File: config.mk
export PLATFORM = sky130hd
export DESIGN_NAME = ddr_cmd_tracker
export DESIGN_NICKNAME = d
export VERILOG_FILES = /design/src/rtl/ddr_cmd_pkg.sv /design/src/rtl/ddr_cmd_decode.sv /design/src/rtl/ddr_bank_ctrl.sv /design/src/rtl/ddr_mode_store.sv /design/src/rtl/ddr_cmd_tracker.sv
export SDC_FILE = /design/constraint.sdc
export NUM_CORES = 1
export LEC_CHECK = 0
export BUFFER_PORTS_ARGS = -buffer_cell sky130_fd_sc_hd__buf_2
export CAP_MARGIN = 20
export CORE_MARGIN = 2
export CORE_UTILIZATION = 45
export CTS_CLUSTER_DIAMETER = 30
export DETAILED_ROUTE_END_ITERATION = 6
export PLACE_DENSITY = 0.66
export SKIP_LAST_GASP = 1
export SYNTH_ARGS = -nofsm -noshare
export SYNTH_HDL_FRONTEND = slang
export SYNTH_SLANG_ARGS = --single-unit
File: constraint.sdc
create_clock -name clk -period 2.5 [get_ports clk]
set_clock_uncertainty 0.2 [all_clocks]
set_input_delay 0.75 -clock clk [delete_from_list [all_inputs] [get_ports clk]]
set_output_delay 0.75 -clock clk [all_outputs]
set_load 0.005 [all_outputs]
File: src/rtl/ddr_cmd_pkg.sv
// Package: shared command codes and burst-length helpers for the DDR
// command tracker. Assumes burst code 2 -> 4 beats, 3 -> 8 beats, others 2.
package ddr_cmd_pkg;

    localparam int AP_CNT_W = 3;

    typedef enum logic [2:0] {
        CMD_NOP = 3'd0,
        CMD_ACT = 3'd1,
        CMD_RD  = 3'd2,
        CMD_WR  = 3'd3,
        CMD_PRE = 3'd4,
        CMD_REF = 3'd5,
        CMD_MRS = 3'd6,
        CMD_ILL = 3'd7
    } cmd_e;

    // Clock cycles a double-rate burst occupies for a given burst code.
    function automatic logic [AP_CNT_W-1:0] burst_clocks(input logic [2:0] code);
        case (code)
            3'd2:    burst_clocks = AP_CNT_W'(2);
            3'd3:    burst_clocks = AP_CNT_W'(4);
            default: burst_clocks = AP_CNT_W'(1);
        endcase
    endfunction

endpackage

File: src/rtl/ddr_cmd_decode.sv
// Module: ddr_cmd_decode
// Turns the sampled strobe pins of one die into a command code.
// Assumes: inputs are the values present at the rising edge; a high select
// or low clock enable yields NOP. Purely combinational.
module ddr_cmd_decode
    import ddr_cmd_pkg::*;
(
    input  logic cke,
    input  logic sel_n,
    input  logic ras_n,
    input  logic cas_n,
    input  logic we_n,
    output cmd_e cmd
);

    // Map the strobe triple onto a command when the die is addressed.
    always_comb begin
        cmd = CMD_NOP;
        if (cke && !sel_n) begin
            case ({ras_n, cas_n, we_n})
                3'b011:  cmd = CMD_ACT;
                3'b101:  cmd = CMD_RD;
                3'b100:  cmd = CMD_WR;
                3'b010:  cmd = CMD_PRE;
                3'b001:  cmd = CMD_REF;
                3'b000:  cmd = CMD_MRS;
                3'b111:  cmd = CMD_NOP;
                default: cmd = CMD_ILL;
            endcase
        end
    end

endmodule

File: src/rtl/ddr_bank_ctrl.sv
// Module: ddr_bank_ctrl
// Open/idle state and auto-precharge countdown for the banks of one die.
// Assumes: cmd is already gated by select and clock enable; bank count is
// 2**BA_W; illegal bank commands leave state untouched and raise err_o.
module ddr_bank_ctrl
    import ddr_cmd_pkg::*;
#(
    parameter int BA_W = 2
) (
    input  logic                     clk,
    input  logic                     rst_n,
    input  cmd_e                     cmd,
    input  logic [BA_W-1:0]          ba,
    input  logic                     ap,
    input  logic [AP_CNT_W-1:0]      burst_clks,
    output logic [(1<<BA_W)-1:0]     open_o,
    output logic                     err_o
);

    localparam int NUM_BANKS = 1 << BA_W;

    logic [NUM_BANKS-1:0] open_q;
    logic                 cur_open;

    assign open_o   = open_q;
    assign cur_open = open_q[ba];

    // Flag commands that conflict with the addressed bank's state.
    always_comb begin
        err_o = 1'b0;
        if ((cmd == CMD_RD || cmd == CMD_WR) && !cur_open) err_o = 1'b1;
        if (cmd == CMD_ACT && cur_open)                    err_o = 1'b1;
        if (cmd == CMD_ILL)                                err_o = 1'b1;
    end

    for (genvar b = 0; b < NUM_BANKS; b++) begin : g_bank
        localparam logic [BA_W-1:0] BIDX = BA_W'(b);
        logic                hit;
        logic [AP_CNT_W-1:0] cnt_q;

        assign hit = (ba == BIDX);

        // Per-bank state: command effects first, then countdown to close.
        always_ff @(posedge clk) begin
            if (!rst_n) begin
                open_q[b] <= 1'b0;
                cnt_q     <= '0;
            end else if (cmd == CMD_ACT && hit && !open_q[b]) begin
                open_q[b] <= 1'b1;
                cnt_q     <= '0;
            end else if (cmd == CMD_PRE && (ap || hit)) begin
                open_q[b] <= 1'b0;
                cnt_q     <= '0;
            end else if ((cmd == CMD_RD || cmd == CMD_WR) && hit && open_q[b]) begin
                cnt_q     <= ap ? burst_clks : '0;
            end else if (cnt_q != '0) begin
                if (cnt_q == AP_CNT_W'(1)) open_q[b] <= 1'b0;
                cnt_q <= cnt_q - AP_CNT_W'(1);
            end
        end
    end

endmodule

File: src/rtl/ddr_mode_store.sv
// Module: ddr_mode_store
// Holds the base and extended mode registers shared by all dies.
// Assumes: a load is legal only when every die decodes MODE SET in the
// same cycle; selector 0 is base, 1 is extended, others are rejected.
module ddr_mode_store #(
    parameter int BA_W   = 2,
    parameter int ADDR_W = 12
) (
    input  logic              clk,
    input  logic              rst_n,
    input  logic              all_mrs,
    input  logic              any_mrs,
    input  logic [BA_W-1:0]   ba,
    input  logic [ADDR_W-1:0] addr,
    output logic [ADDR_W-1:0] mr_o,
    output logic [ADDR_W-1:0] emr_o,
    output logic              err_o
);

    localparam logic [BA_W-1:0] SEL_BASE = BA_W'(0);
    localparam logic [BA_W-1:0] SEL_EXT  = BA_W'(1);

    logic sel_ok;

    assign sel_ok = (ba == SEL_BASE) || (ba == SEL_EXT);

    // Reject split-select loads and unknown register selectors.
    always_comb begin
        err_o = any_mrs && (!all_mrs || !sel_ok);
    end

    // Capture the opcode into the selected register on a legal load.
    always_ff @(posedge clk) begin
        if (!rst_n) begin
            mr_o  <= '0;
            emr_o <= '0;
        end else if (all_mrs) begin
            if (ba == SEL_BASE) mr_o  <= addr;
            if (ba == SEL_EXT)  emr_o <= addr;
        end
    end

endmodule

File: src/rtl/ddr_cmd_tracker.sv
// Module: ddr_cmd_tracker (top)
// Decodes per-die commands of a multi-die DDR SDRAM, tracks every bank's
// open state, stores the mode registers and flags illegal commands.
// Assumes: all pins sampled on the rising edge; AP_BIT is both the
// precharge-all bit and the auto-precharge bit; outputs are registered.
module ddr_cmd_tracker
    import ddr_cmd_pkg::*;
#(
    parameter int NUM_DIES = 2,
    parameter int BA_W     = 2,
    parameter int ADDR_W   = 12,
    parameter int AP_BIT   = 8
) (
    input  logic                                clk,
    input  logic                                rst_n,
    input  logic                                cke,
    input  logic [NUM_DIES-1:0]                 cs_n,
    input  logic                                ras_n,
    input  logic                                cas_n,
    input  logic                                we_n,
    input  logic [BA_W-1:0]                     ba,
    input  logic [ADDR_W-1:0]                   addr,
    output logic [NUM_DIES*3-1:0]               dec_cmd,
    output logic [NUM_DIES*(1<<BA_W)-1:0]       bank_open,
    output logic                                err_flag,
    output logic [ADDR_W-1:0]                   mode_reg,
    output logic [ADDR_W-1:0]                   ext_mode_reg
);

    localparam int NUM_BANKS = 1 << BA_W;

    cmd_e                 die_cmd [NUM_DIES];
    logic [NUM_DIES-1:0]  die_err;
    logic [NUM_DIES-1:0]  is_mrs;
    logic [AP_CNT_W-1:0]  burst_clks;
    logic                 mode_err;

    assign burst_clks = burst_clocks(mode_reg[2:0]);

    for (genvar d = 0; d < NUM_DIES; d++) begin : g_die
        ddr_cmd_decode u_dec (
            .cke   (cke),
            .sel_n (cs_n[d]),
            .ras_n (ras_n),
            .cas_n (cas_n),
            .we_n  (we_n),
            .cmd   (die_cmd[d])
        );

        ddr_bank_ctrl #(.BA_W(BA_W)) u_bank (
            .clk        (clk),
            .rst_n      (rst_n),
            .cmd        (die_cmd[d]),
            .ba         (ba),
            .ap         (addr[AP_BIT]),
            .burst_clks (burst_clks),
            .open_o     (bank_open[d*NUM_BANKS +: NUM_BANKS]),
            .err_o      (die_err[d])
        );

        assign is_mrs[d] = (die_cmd[d] == CMD_MRS);
    end

    ddr_mode_store #(.BA_W(BA_W), .ADDR_W(ADDR_W)) u_mode (
        .clk     (clk),
        .rst_n   (rst_n),
        .all_mrs (&is_mrs),
        .any_mrs (|is_mrs),
        .ba      (ba),
        .addr    (addr),
        .mr_o    (mode_reg),
        .emr_o   (ext_mode_reg),
        .err_o   (mode_err)
    );

    // Register the decoded commands and the combined error for one cycle.
    always_ff @(posedge clk) begin
        if (!rst_n) begin
            dec_cmd  <= '0;
            err_flag <= 1'b0;
        end else begin
            for (int d = 0; d < NUM_DIES; d++) dec_cmd[d*3 +: 3] <= die_cmd[d];
            err_flag <= (|die_err) | mode_err;
        end
    end

endmodule

# Yosys cells after proc, flatten, opt, wreduce, memory -nomap -nowiden
# Index checks and enable logic that the tools add are counted.
totals:
  regBits: 63
  output_inout_bits: 39
op_classes:
  n_addsub: 8
  magnitude_cmp: 1
  eq_ne: 39
  muxes: 71
  bitwise_logic: 2
  reduce_logical: 124
ops:
  columns: ["op", "count"]
  rows:
  - ["$reduce_bool A3 Y1", 24]
  - ["$mux W3", 19]
  - ["$mux W1", 48]
  - ["$logic_and A1 B1 Y1", 47]
  - ["$eq A3 B1 Y1 const B", 11]
  - ["$reduce_and A3 Y1", 10]
  - ["$eq A3 B3 Y1 const B", 9]
  - ["$eq A3 B2 Y1 const B", 8]
  - ["$ne A3 B1 Y1 const B", 8]
  - ["$reduce_or A3 Y1", 8]
  - ["$sub A3 B1 Y3 const B", 8]
  - ["$pmux W3 S7", 1]
  - ["$reduce_bool A2 Y1", 8]
  - ["$logic_not A1 Y1", 14]
  - ["$logic_or A1 B1 Y1", 8]
  - ["$pmux W3 S2", 1]
  - ["$bmux W1 S2", 2]
  - ["$eq A2 B2 Y1 const B", 2]
  - ["$reduce_or A2 Y1", 2]
  - ["$logic_not A3 Y1", 1]
  - ["$lt A2 B3 Y1 const B", 1]
  - ["$eq A2 B1 Y1 const B", 1]
  - ["$logic_not A2 Y1", 1]
  - ["$reduce_and A2 Y1", 1]
  - ["other kinds (2)", 2]

# Longest topological paths before layout
# Gate-level depths: netlist of run 1.
depth:
  word_depth: 11
  depth_mapped: 6
  mapped_depth_nobuf: 6

# Modules after synthesis
# Synthesis of run 1 repeated with hierarchy kept, for this count alone.
hier_totals:
  hier_cells: 423
  hier_area_um2: 3886.2
by_module_without_submodules:
  columns: ["mod", "n_inst", "cells_per_inst", "area_per_inst_um2", "seq_area_each_um2"]
  rows:
  - ["ddr_bank_ctrl (g_die[1].u_bank)", 1, 145, 1307.5, 320.3]
  - ["ddr_bank_ctrl (g_die[0].u_bank)", 1, 144, 1253.7, 320.3]
  - ["ddr_mode_store", 1, 96, 943.4, 480.5]
  - ["ddr_cmd_tracker", 1, 22, 246.5, 140.1]
  - ["ddr_cmd_decode", 2, 8, 67.6, 0.0]

# Worst setup path after synthesis of run 1
# Ideal clock, no wire load.
synth_path:
  path_type: "input-to-reg"
  startpoint: "in ras_n"
  endpoint: "reg g_die[0].u_bank.g_bank[2].cnt_q[2]"
  setup_time_ns: 0.103
  arrival_time_ns: 1.708
  t_required_ns: 2.197
  setup_slack_ns: 0.488
  stages: 6
  path_buffers: 2
  cell_sequence: "buf_2 and4bb_1 buf_4 nand3_2 nor2_1 a2111oi_2"
synth_between:
  elab_chain_len: 8
  elab_cells_between_ends: 22
synth_rtl:
  columns: ["element", "line", "source"]
  rows:
  - ["from (decl)", "ddr_cmd_tracker.sv:18", "input logic ras_n,"]
  - ["$eq A3 B3 Y1, or another cell as far along", "ddr_cmd_decode.sv:20", "case ({ras_n, cas_n, we_n})"]
  - ["$pmux W3 S7 (*)", "ddr_cmd_decode.sv:20", null]
  - ["$mux W3 (*)", "ddr_cmd_decode.sv:19", "if (cke && !sel_n) begin"]
  - ["$eq A3 B2 Y1", "ddr_bank_ctrl.sv:54", "end else if ((cmd == CMD_RD || cmd == CMD_WR) && hit && open_q[b]) begin"]
  - ["$logic_or A1 B1 Y1", "ddr_bank_ctrl.sv:54", null]
  - ["$logic_and A1 B1 Y1 (2 in a row)", "ddr_bank_ctrl.sv:54", null]
  - ["$mux W3 / $reduce_bool A2 Y1 (equally long branches)", null, null]
  - ["to (signal assigned)", "ddr_bank_ctrl.sv:55", "cnt_q <= ap ? burst_clks : '0;"]
  - ["to (signal assigned)", "ddr_bank_ctrl.sv:58", "cnt_q <= cnt_q - AP_CNT_W'(1);"]
  - ["to (decl)", "ddr_bank_ctrl.sv:39", "logic [AP_CNT_W-1:0] cnt_q;"]
# Every way passes the cells marked *; elsewhere a longest branch is shown, timed or not.
# A chain may end at the register's enable or synchronous reset.

# Final worst setup path of run 1
layout_path:
  startpoint: "in ba[0]"
  endpoint: "reg g_die[0].u_bank.g_bank[1].cnt_q[1]"
layout_between:
  elab_chain_len: 4
  elab_cells_between_ends: 10
layout_rtl:
  columns: ["element", "line", "source"]
  rows:
  - ["from (decl)", "ddr_cmd_tracker.sv:21", "input logic [BA_W-1:0] ba,"]
  - ["$eq A2 B1 Y1 (*)", "ddr_bank_ctrl.sv:41", "assign hit = (ba == BIDX);"]
  - ["$logic_or A1 B1 Y1, or another cell as far along", "ddr_bank_ctrl.sv:51", "end else if (cmd == CMD_PRE && (ap || hit)) begin"]
  - ["$logic_and A1 B1 Y1, on equally long branches", "ddr_bank_ctrl.sv:51, ddr_bank_ctrl.sv:48, ddr_bank_ctrl.sv:54", null]
  - ["$reduce_or A3 Y1 (no line), or another cell as far along", null, null]
  - ["to (signal assigned)", "ddr_bank_ctrl.sv:55", null]
  - ["to (signal assigned)", "ddr_bank_ctrl.sv:58", null]
  - ["to (decl)", "ddr_bank_ctrl.sv:39", null]
# Marked as above.

==> results of run 1 <==
[per-layer routing]
layer	vias to the layer above	wire (microns)	track usage [%]
li1	1449	-	-
met1	1387	3529	23.39
met2	101	3784	31.87
met3	17	644	6.021
met4	0	195	8.582
met5	-	0	0
[metrics by stage]
stage          std cells  hold slack [ns]
6_report             548           0.2986
5_1_grt              548           0.3218
3_3_place_gp         532           0.2711
3_5_place_dp         532           0.2821
4_1_cts              548           0.3036
2_1_floorplan        378           0.2884
[flip-flops by register name (all words and copies together) (netlist names)]
signal	flops
u_mode.mr_o	12
u_mode.emr_o	12
err_flag	1
g_die.u_bank.open_o	8
g_die.u_bank.g_bank.cnt_q	24
dec_cmd	6
[cells by family (layout without fill, tap and decap cells)]
family	count (synthesis)	count (layout)	synth area share, %
flops	63	63	35.92
mux	58	58	17.36
simple gates	128	128	19.07
buf+inv	40	108	5.559
xor+xnor	9	9	2.245
fa+ha+maj	24	24	8.553
compound gates	56	56	11.30
[layout make-up]
class | instances | area [sq um]
fill | 710 | 3538
multi-input combinational | 275 | 2054
sequential | 63 | 1261
timing repair buffer | 71 | 395.4
clock buffer | 13 | 148.9
tap | 102 | 127.6
inverter | 21 | 78.83
clock inverter | 3 | 42.54
[report_power, final]
| part | internal (uW) | switching, uW | total (uW) |
|---|---|---|---|
| clock network | 487 | 384 | 871 |
| registers | 1170 | 104 | 1270 |
| logic | 611 | 632 | 1240 |
| total | 2270 | 1120 | 3380 |
[synthesized netlist by cell type, drive strengths merged, types with 2 or more instances]
cell / n
o22a: 2
o32a: 2
inv: 20
o21ai: 20
buf: 12
dfxtp: 63
a2111oi: 4
mux4: 2
nand3: 8
a21oi: 5
ha: 24
nor2: 60
and4bb: 4
mux2i: 56
nand4: 4
nand2: 19
a211oi: 4
nand2b: 5
nor3: 11
and4: 2
a311oi: 6
xnor2: 9
nand4bb: 2
clkbuf: 7
nor2b: 11
a31oi: 9
o32ai: 2
[final timing paths]
kind,from,to,slack (ns),depth (start not counted)
worst max register to register,u_mode.mr_o[2],g_die[1].u_bank.g_bank[2].cnt_q[2],0.90,4
worst max-delay path,ba[0],g_die[0].u_bank.g_bank[1].cnt_q[1],0.50,6
worst min register to register,u_mode.emr_o[8],u_mode.emr_o[8],0.30,2
worst min-delay path,u_mode.emr_o[8],u_mode.emr_o[8],0.30,2
[critical path, cell delays in order]
cell and delay [ns]:
buf_2 0.25, nor2b_1 0.30, buf_4 0.22, o21ai_1 0.10, a21oi_1 0.30, nor3_1 0.09
==> reports/results.ini, run 1 <==
[cts]
cts-resized-gates=0
cts_inserted_buffers=9
cts_hold_buf=0
root_buffer=clkbuf_8
cts_htree_levels=3
clockBufferDepth=2
clk_pin_slew_worst_paths_ns=0.07
cts_tree=built
cts_setup_buffers=0
clkSinkCount=63
clock_latency_ns=0.34

[grt]
antenna_found_initial=0
grt_pass1_vias=2838
grt_pass1_wl_microns=13100
grt_max_degree=44
grt_remaining_overflow=0
grt_util_all_layers_pct=19.42

[drt]
wl_microns=8153
first_pass_iters=4
drtAntennaViolNets=0
num_vias=2954
wl_per_cell_microns=14.88
vias_per_cell=5.391
drt_first_iter_violations=251
drc=0

[logic_synthesis]
seq_area_frac_synth_pct=35.92
synth_area_per_cell_sq_um=9.288
ys_types=39
synth-async-reset-ratio_pct=0
synth_edf_count=0
synth_warnings=0
synthCells=378
ys_top_cells_by_area=dfxtp_1 36%, mux2i_1 16%, ha_1 8.6%
synth.top_cell.area_share_pct=35.92
syn_area_sq_mm=0.003511
syn-num-nets=424
synth_top_cell_by_area=dfxtp_1
ys_ff_latch=63
synthFlopType=dfxtp_1

[die]
die_y_microns=92.33
core_sq_mm=0.007647
die_w_microns=92.33
die_area_sq_mm=0.008525
ios=61
rows=32
start_util_pct=45.91

[timing]
hold_violations=0
max_freq_ghz=0.4990
rsz0062_at_grt=no
min_period_ns=2.004
maxSlewViolCount=0
finalCritPeriodShare_pct=80.17
setup_tns_ns=0
worst_pin_slew_ns=0.4381
finalSetupViolCount=0
relSlewSlack_pct=70.79
fin_ws_ns=0.4958

[pwr]
irDropWorstVdd_mv=0.3292
p_per_area_mw_per_mm2=823.8
p_leak_uw=0.002062
total_power_uw=3385

[flow_run]
drv_cap=0

[place]
place.gp.congestion=0.7819
dp_hpwl_microns=5902
numPortBuffers=60
placed_area_sq_mm=0.003918
place_ws_ns=0.1831

[setup_path]
cp-start-kind=input port
crit_fanout=14
cp.arrival_ns=2.02
critical_path_required_ns=2.51
endpoint_kind=register
crit_type=in2reg

[run_status]
status=finished, final reports clean

[final_layout]
fin_util_pct=53.73
final_cell_mix=63 x dfxtp_1, 60 x nor2_1, 60 x buf_2, 56 x mux2i_1, 24 x ha_1
nNetsFinal=487
layout_commonest_cell=dfxtp_1
drive_above_1_share_pct=22.42
diodes=0
fin_area_sq_mm=0.004109
syn_to_final_growth_pct=17.03

[worst_hold_path]
worstHoldPathType=reg2reg

(Power assumes the default switching activity.)
==> run 2: changes to the inputs <==
- ABC_AREA: default -> 1
- PLACE_DENSITY: 0.66 -> 0.69
- clock period: 2.5 -> 1.7 ns (I/O delays scaled with it)
==> run 2 against run 1 <==
  * Via count rose by 18%
  * Clock-buffer cell count fell by 4
  * Flip-flop and latch count did not move
  * Die area rose by 1.5%
  * Area after synthesis rose by 1.6%
  * Utilization rose by 4.8 points
  * Setup slack got worse by 0.44 ns
  * Critical endpoint is now bank_open[3]
  * Hold slack got worse by 0.10 ns
  * Sequential power rose by 49%
==> reports/results.ini, run 2 <==
[final_layout]
largest_reg_flops=24  ; unchanged
fillCellCount=754  ; was 710
syn_to_final_growth_pct=26.17  ; was 17.03%
diodes=0  ; unchanged
final_cell_mix=88 x nand2_1, 69 x inv_1, 68 x nor2_1, 63 x dfxtp_1, 60 x buf_2  ; was 63 x dfxtp_1, 60 x nor2_1, 60 x buf_2, 56 x mux2i_1, 24 x ha_1
nNetsFinal=655  ; was 487
drive_above_1_share_pct=23.13  ; was 22.42%
largestRegisters=g_die.u_bank.g_bank.cnt_q x24, u_mode.emr_o x12, u_mode.mr_o x12  ; unchanged
top_register=g_die.u_bank.g_bank.cnt_q  ; unchanged
stdcell_count=716  ; was 548
layout_commonest_cell=nand2_1  ; was dfxtp_1
fin_area_sq_mm=0.004501  ; was 0.004109 sq mm

[setup_path]
r2r-start=u_mode.mr_o[2]  ; unchanged
crit_slowest_cell=dfxtp_1  ; was nor2b_1
critical_path_required_ns=0.99  ; was 2.51 ns
path_delay_family=flip-flops  ; was buffers and inverters
crit_type=reg2out  ; was in2reg
crit_fanout=5  ; was 14
cp_cell_sequence=buf_2  ; was buf_2 -> nor2b_1 -> buf_4 -> o21ai_1 -> a21oi_1 -> nor3_1
r2r_cells=6  ; was 4
cp-start-kind=register  ; was input port
worst-path-buf-inv=1  ; was 2
worstReg2RegEnd=g_die[1].u_bank.g_bank[0].cnt_q[1]  ; was g_die[1].u_bank.g_bank[2].cnt_q[2]
cp.arrival_ns=0.94  ; was 2.02 ns
slowest_delay_ns=0.43  ; was 0.30 ns
endpoint_kind=output port  ; was register
rrSetupSlack_ns=0.18  ; was 0.90 ns

[logic_synthesis]
ys_ff_latch=63  ; unchanged
synth_area_per_cell_sq_um=7.064  ; was 9.288 sq um
syn-num-nets=551  ; was 424
synth.top_cell.area_share_pct=35.36  ; was 35.92%
synth_edf_count=0  ; unchanged
seq_area_frac_synth_pct=35.36  ; was 35.92%
syn_area_sq_mm=0.003567  ; was 0.003511 sq mm
synthCells=505  ; was 378
synth_warnings=0  ; unchanged
synthMostInstantiatedCell=nand2_1  ; was dfxtp_1
synthFlopType=dfxtp_1  ; unchanged
synth_top_cell_by_area=dfxtp_1  ; unchanged
netlist_top_cells_count=88 x nand2_1, 69 x inv_1, 68 x nor2_1  ; was 63 x dfxtp_1, 60 x nor2_1, 56 x mux2i_1
synth-async-reset-ratio_pct=0  ; unchanged
ys_types=33  ; was 39
ys_top_cells_by_area=dfxtp_1 35%, nand2_1 9.3%, ha_1 8.4%  ; was dfxtp_1 36%, mux2i_1 16%, ha_1 8.6%

[timing]
hold_violations=0  ; unchanged
worst_pin_slew_ns=0.4714  ; was 0.4381 ns
setup_tns_ns=0  ; unchanged
relSlewSlack_pct=68.54  ; was 70.79%
rsz0062_at_grt=no  ; unchanged
finalSetupViolCount=0  ; unchanged
min_period_ns=1.648
maxSlewViolCount=0  ; unchanged
max_freq_ghz=0.6067
finalCritPeriodShare_pct=96.96

[place]
numPortBuffers=60  ; unchanged
dp_hpwl_microns=6740  ; was 5902 microns
dp.cells=700  ; was 532
placed_area_sq_mm=0.004312  ; was 0.003918 sq mm
place.gp.congestion=0.8708  ; was 0.7819

[cts]
clkSinkCount=63  ; unchanged
cts_setup_buffers=0  ; unchanged
cts_htree_levels=3  ; unchanged
cts_tree=built  ; unchanged
cts_inserted_buffers=9  ; unchanged
root_buffer=clkbuf_8  ; unchanged
clockBufferDepth=2  ; unchanged
clock_latency_ns=0.35  ; was 0.34 ns
clk_pin_slew_worst_paths_ns=0.09  ; was 0.07 ns

[pwr]
irDropWorstVdd_mv=0.4953  ; was 0.3292 mV
total_power_uw=5245  ; was 3385 uW
p_leak_uw=0.002288  ; was 0.002062 uW
p_per_area_mw_per_mm2=1165  ; was 823.8 mW/mm^2

[worst_hold_path]
min_to=u_mode.emr_o[5]  ; was u_mode.emr_o[8]
whs_path_depth=3  ; was 2
hold_start=addr[5]  ; was u_mode.emr_o[8]
worstHoldPathType=in2reg  ; was reg2reg

[drt]
drc=0  ; unchanged
first_pass_iters=4  ; unchanged
vias_per_cell=4.885  ; was 5.391
wl_microns=8685  ; was 8153 microns
wl_per_cell_microns=12.13  ; was 14.88 microns
drt_first_iter_violations=137  ; was 251
drtAntennaViolNets=0  ; unchanged
num_vias=3498  ; was 2954

[grt]
grt_pass1_vias=3266  ; was 2838
grt_remaining_overflow=0  ; unchanged
grt_pass1_wl_microns=14790  ; was 13100 microns
grt_max_degree=28  ; was 44
antenna_found_initial=0  ; unchanged
grt_util_all_layers_pct=21.29  ; was 19.42%

[die]
ios=61  ; unchanged
rows=32  ; unchanged
die_w_microns=93.04  ; was 92.33 microns
die_area_sq_mm=0.008656  ; was 0.008525 sq mm
core_sq_mm=0.007687  ; was 0.007647 sq mm
start_util_pct=46.40  ; was 45.91%
die_y_microns=93.04  ; was 92.33 microns

[flow_run]
drv_cap=0  ; unchanged

[run_status]
status=finished, final reports clean  ; unchanged

==> run 2: cell types whose count changed in the layout (fill, tap and decap cells not counted), moves of 11 or more <==
cell	change
buf_4	+28
inv_1	+49
mux2i_1	-56
nor2b_1	-11
o21ai_0	+22
nand2_1	+69
nand3_1	+39
a21oi_1	+17
==> run 2: worst reg2reg max path, cell delays in order (launching register included) <==
cell	delay [ns]
dfxtp_1	0.32
inv_1	0.10
nand4_1	0.30
inv_1	0.14
buf_4	0.15
nor2_1	0.05
a211oi_1	0.19
==> run 2: through the flow <==
step	hold WS, ns	utilization [%]	setup slack, ns
2_1_floorplan	0.2435	-	0.02235
3_3_place_gp	0.2567	56.09	-0.1911
3_5_place_dp	0.2647	56.09	-0.2095
4_1_cts	0.1877	58.48	0.04407
5_1_grt	0.2021	58.54	0.004815
6_report	0.1943	58.54	0.05174
==> run 2: how the worst max path moves through the flow <==
stage,to,startpoint,cells past startpoint
6_report,bank_open[3],g_die[0].u_bank.open_o[3],1
2_1_floorplan,u_mode.mr_o[5],we_n,8
3_3_place_gp,g_die[0].u_bank.g_bank[2].cnt_q[1],we_n,11
3_5_place_dp,g_die[1].u_bank.g_bank[2].cnt_q[0],ras_n,8
4_1_cts,bank_open[3],g_die[0].u_bank.open_o[3],1
5_1_grt,g_die[0].u_bank.g_bank[2].cnt_q[1],ras_n,9
==> run 2: final cells by class <==
| cell class | count | area [sq um] | area share, % |
|---|---|---|---|
| multi-input cells | 357 | 1977 | 43.93 |
| flip-flops and latches | 63 | 1261 | 28.02 |
| repair buffers | 102 | 665.6 | 14.79 |
| inverters | 76 | 285.3 | 6.339 |
| well taps | 102 | 127.6 | 2.836 |
| clock buffers | 9 | 123.9 | 2.752 |
| clock inverters | 7 | 60.06 | 1.334 |
==> run 2: cell families (layout without fill, tap and decap cells) <==
kind of cell | after synthesis | after routing | share of synthesized area, %
flops | 63 | 63 | 35.36
xor+xnor | 10 | 10 | 2.455
buf+inv | 85 | 194 | 9.506
fa+ha+maj | 24 | 24 | 8.418
simple gates | 244 | 244 | 32.55
compound gates | 79 | 79 | 11.71
==> run 2: routing by layer <==
layer	GRT usage [%]	share of wire, %	vias up	wire, microns
met4	8.088	2.0	0	178
met2	35.21	47	63	4041
li1	-	-	1837	-
met5	0	0	-	0
met1	27.22	47	1583	4110
met3	4.593	4.1	15	354
==> run 2: repair_timing <==
item,4_1_cts,5_1_grt
endpoints found under the setup margin,0,2
resized for setup,0,2
hold buffers,0,0
==> run 2: report_power, final <==
group          internal (uW)  leakage (uW)  switching (uW)
combinational            916       0.00168            1200
sequential              1730      0.000514             160
clock                    556     0.0000916             680
total                   3200       0.00229            2040
==> run 3: changes to the inputs <==
- BUFFER_PORTS_ARGS: -buffer_cell sky130_fd_sc_hd__buf_2 -> default
- CTS_BUF_LIST: default -> sky130_fd_sc_hd__clkbuf_4
- DONT_BUFFER_PORTS: default -> 1
- PLACE_DENSITY: 0.69 -> default
- SYNTH_HIERARCHICAL: default -> 1
==> run 3 against run 2 <==
  * Combinational power is 5% higher
  * Global-route usage is 1.4 points lower
  * Register-to-register slack better by 0.02 ns
  * Final area is 2.8% higher
  * Fmax is 0.72% higher
  * Synthesized cell count is 24% higher
  * Clock power hardly changed
  * Final cell count is 6.7% higher
  * Non-clock buffer count is 79 lower
  * Critical path type unchanged
  * Critical endpoint is now bank_open[5]
  * Wire length is 5.1% higher
  * Largest cell class unchanged
  * Setup slack better by 0.012 ns
  * Die area is 12% higher
  * Highest routed layer unchanged
==> reports/results.ini, run 3 <==
[timing]
max_freq_ghz=0.6111  ; was 0.6067 GHz
min_period_ns=1.636  ; was 1.648 ns
rsz0062_at_grt=no  ; unchanged
worst_pin_slew_ns=0.8174  ; was 0.4714 ns
finalSetupViolCount=0  ; unchanged
holdWs_ns=0.02848  ; was 0.1943 ns
relSlewSlack_pct=45.51  ; was 68.54%
hold_violations=0  ; unchanged
finalCritPeriodShare_pct=96.26  ; was 96.96%
maxSlewViolCount=0  ; unchanged

[run_status]
status=finished, final reports clean  ; unchanged

[final_layout]
nNetsFinal=697  ; was 655
final_cell_mix=154 x nand2_1, 102 x inv_1, 97 x nor2_1, 63 x dfxtp_1, 39 x nand3_1  ; was 88 x nand2_1, 69 x inv_1, 68 x nor2_1, 63 x dfxtp_1, 60 x buf_2
multiInputGateArea_sq_mm=0.002430  ; was 0.001977 sq mm
drive_above_1_share_pct=13.72  ; was 23.13%
diodes=0  ; unchanged
syn_to_final_growth_pct=15.38  ; was 26.17%
seqCellArea_sq_mm=0.001261  ; unchanged
fin_area_sq_mm=0.004628  ; was 0.004501 sq mm
fillCellCount=896  ; was 754
layout_commonest_cell=nand2_1  ; unchanged
largestRegisters=g_die.u_bank/g_bank.cnt_q x24, u_mode/emr_o x12, u_mode/mr_o x12  ; was g_die.u_bank.g_bank.cnt_q x24, u_mode.emr_o x12, u_mode.mr_o x12
top_register=g_die.u_bank/g_bank.cnt_q  ; was g_die.u_bank.g_bank.cnt_q
largest_reg_flops=24  ; unchanged
fin_util_pct=53.33  ; was 58.54%

[grt]
antenna_found_initial=0  ; unchanged
grt_pass1_vias=3453  ; was 3266
grt_pass1_wl_microns=15810  ; was 14790 microns
grt_remaining_overflow=0  ; unchanged
grt_max_degree=25  ; was 28
grt_util_all_layers_pct=19.88  ; was 21.29%

[setup_path]
crit_type=reg2out  ; unchanged
rrSetupSlack_ns=0.20  ; was 0.18 ns
cp-start-kind=register  ; unchanged
endpoint_kind=output port  ; unchanged
cp.arrival_ns=0.93  ; was 0.94 ns
crit_fanout=6  ; was 5
critical_path_required_ns=0.99  ; about the same

[cts]
clockBufferDepth=2  ; unchanged
cts_htree_levels=3  ; unchanged
cts_inserted_buffers=9  ; unchanged
clk_pin_slew_worst_paths_ns=0.12  ; was 0.09 ns
clkSinkCount=63  ; unchanged
cts_tree=built  ; unchanged
clock_latency_ns=0.41  ; was 0.35 ns
root_buffer=clkbuf_4  ; was clkbuf_8

[logic_synthesis]
synthCells=627  ; was 505
synth_warnings=6  ; was 0
synth_top_cell_by_area=dfxtp_1  ; unchanged
synthFlopType=dfxtp_1  ; unchanged
synth-async-reset-ratio_pct=0  ; unchanged
ys_top_cells_by_area=dfxtp_1 31%, nand2_1 15%, nor2_1 10%  ; was dfxtp_1 35%, nand2_1 9.3%, ha_1 8.4%
seq_area_frac_synth_pct=31.44  ; was 35.36%
synthMostInstantiatedCell=nand2_1  ; unchanged
synth_area_per_cell_sq_um=6.398  ; was 7.064 sq um
syn-num-nets=673  ; was 551
ys_types=31  ; was 33
ys_ff_latch=63  ; unchanged
syn_area_sq_mm=0.004011  ; was 0.003567 sq mm
netlist_top_cells_count=156 x nand2_1, 109 x nor2_1, 104 x inv_1  ; was 88 x nand2_1, 69 x inv_1, 68 x nor2_1
synth.top_cell.area_share_pct=31.44  ; was 35.36%
synth_edf_count=0  ; unchanged

[place]
dp_hpwl_microns=6730  ; was 6740 microns
numPortBuffers=0  ; was 60
placed_area_sq_mm=0.004357  ; was 0.004312 sq mm
place.gp.congestion=0.9010  ; was 0.8708

[drt]
num_vias=3699  ; was 3498
wl_microns=9129  ; was 8685 microns
first_pass_iters=4  ; unchanged
vias_per_cell=4.842  ; was 4.885
drc=0  ; unchanged
drt_first_iter_violations=148  ; was 137
drtAntennaViolNets=0  ; unchanged
wl_per_cell_microns=11.95  ; was 12.13 microns

[die]
die_area_sq_mm=0.009686  ; was 0.008656 sq mm
core_sq_mm=0.008678  ; was 0.007687 sq mm
die_y_microns=98.42  ; was 93.04 microns
die_w_microns=98.42  ; was 93.04 microns
start_util_pct=46.22  ; was 46.40%
rows=34  ; was 32
ios=61  ; unchanged

[pwr]
p_per_area_mw_per_mm2=1157  ; was 1165 mW/mm^2
p_leak_uw=0.002232  ; was 0.002288 uW
total_power_uw=5353  ; was 5245 uW
irDropWorstVdd_mv=0.6352  ; was 0.4953 mV

[worst_hold_path]
worstHoldPathType=in2reg  ; unchanged

[flow_run]
drv_cap=0  ; unchanged

==> run 3: cell types whose count changed in the layout (fill, tap and decap cells not counted), moves of 9 or more <==
cell | before | now
nand2_1 | 88 | 154
buf_2 | 60 | 0
inv_1 | 69 | 102
nor2_1 | 68 | 97
buf_4 | 38 | 12
o21ai_0 | 37 | 18
nor2_2 | 0 | 11
nor3_1 | 15 | 4
clkbuf_4 | 0 | 10
nor2_4 | 4 | 14
clkbuf_8 | 9 | 0
dlygate4sd3_1 | 0 | 9
==> run 3: cells by family (layout without fill, tap and decap cells) <==
group | Yosys count | after routing | share of synthesized area, %
simple gates | 356 | 356 | 39.86
buf+inv | 120 | 149 | 12.10
flops | 63 | 63 | 31.44
compound gates | 56 | 56 | 7.361
fa+ha+maj | 24 | 24 | 7.486
xor+xnor | 8 | 8 | 1.747
==> run 3: through the flow <==
| step | setup slack (ns) | setup TNS (ns) | cells |
|---|---|---|---|
| after floorplan | -0.1434 | -3.332 | 627 |
| after global placement | -0.2499 | -11.06 | 738 |
| after detailed placement | -0.2920 | -12.73 | 738 |
| after CTS | 0.03646 | 0 | 764 |
| after global routing | 0.004106 | 0 | 764 |
| final | 0.06355 | 0 | 764 |
==> run 3: what timing repair did <==
| item | CTS | global route |
|---|---|---|
| buffers inserted | 0 | 0 |
| hold buffers | 10 | 0 |
| gates resized for setup | 0 | 1 |
| setup endpoints to repair | 0 | 15 |
| endpoints found under the hold margin | 28 | 0 |
==> run 3: per-layer routing <==
layer  GRT usage, %  wire length (microns)
met2          30.77                   4025
met3          4.468                    616
met4          6.428                    116
met1          27.63                   4369
met5              0                      0
==> run 3: final timing paths <==
path | start | to | cells after the start
setup reg to reg | u_mode/mr_o[1] | g_die[1].u_bank/g_bank[1].cnt_q[1] | 8
setup / recovery | g_die[1].u_bank/open_o[1] | bank_open[5] | 0
hold reg to reg | g_die[1].u_bank/open_o[3] | g_die[1].u_bank/open_o[3] | 2
hold / removal | addr[7] | u_mode/emr_o[7] | 2
==> run 3: area by class of cell <==
type                       instances  share of cell area [%]
timing repair buffer              23                   4.596
sequential                        63                   27.25
clock inverter                     6                   2.028
inverter                         110                   9.084
multi-input combinational        444                   52.50
tap                              108                   2.920
clock buffer                      10                   1.622
==> run 3: where the power goes <==
part	leakage (uW)	switching [uW]	internal, uW
logic	0.00163	1290	948
registers	0.000514	147	1730
clock network	0.0000872	616	623
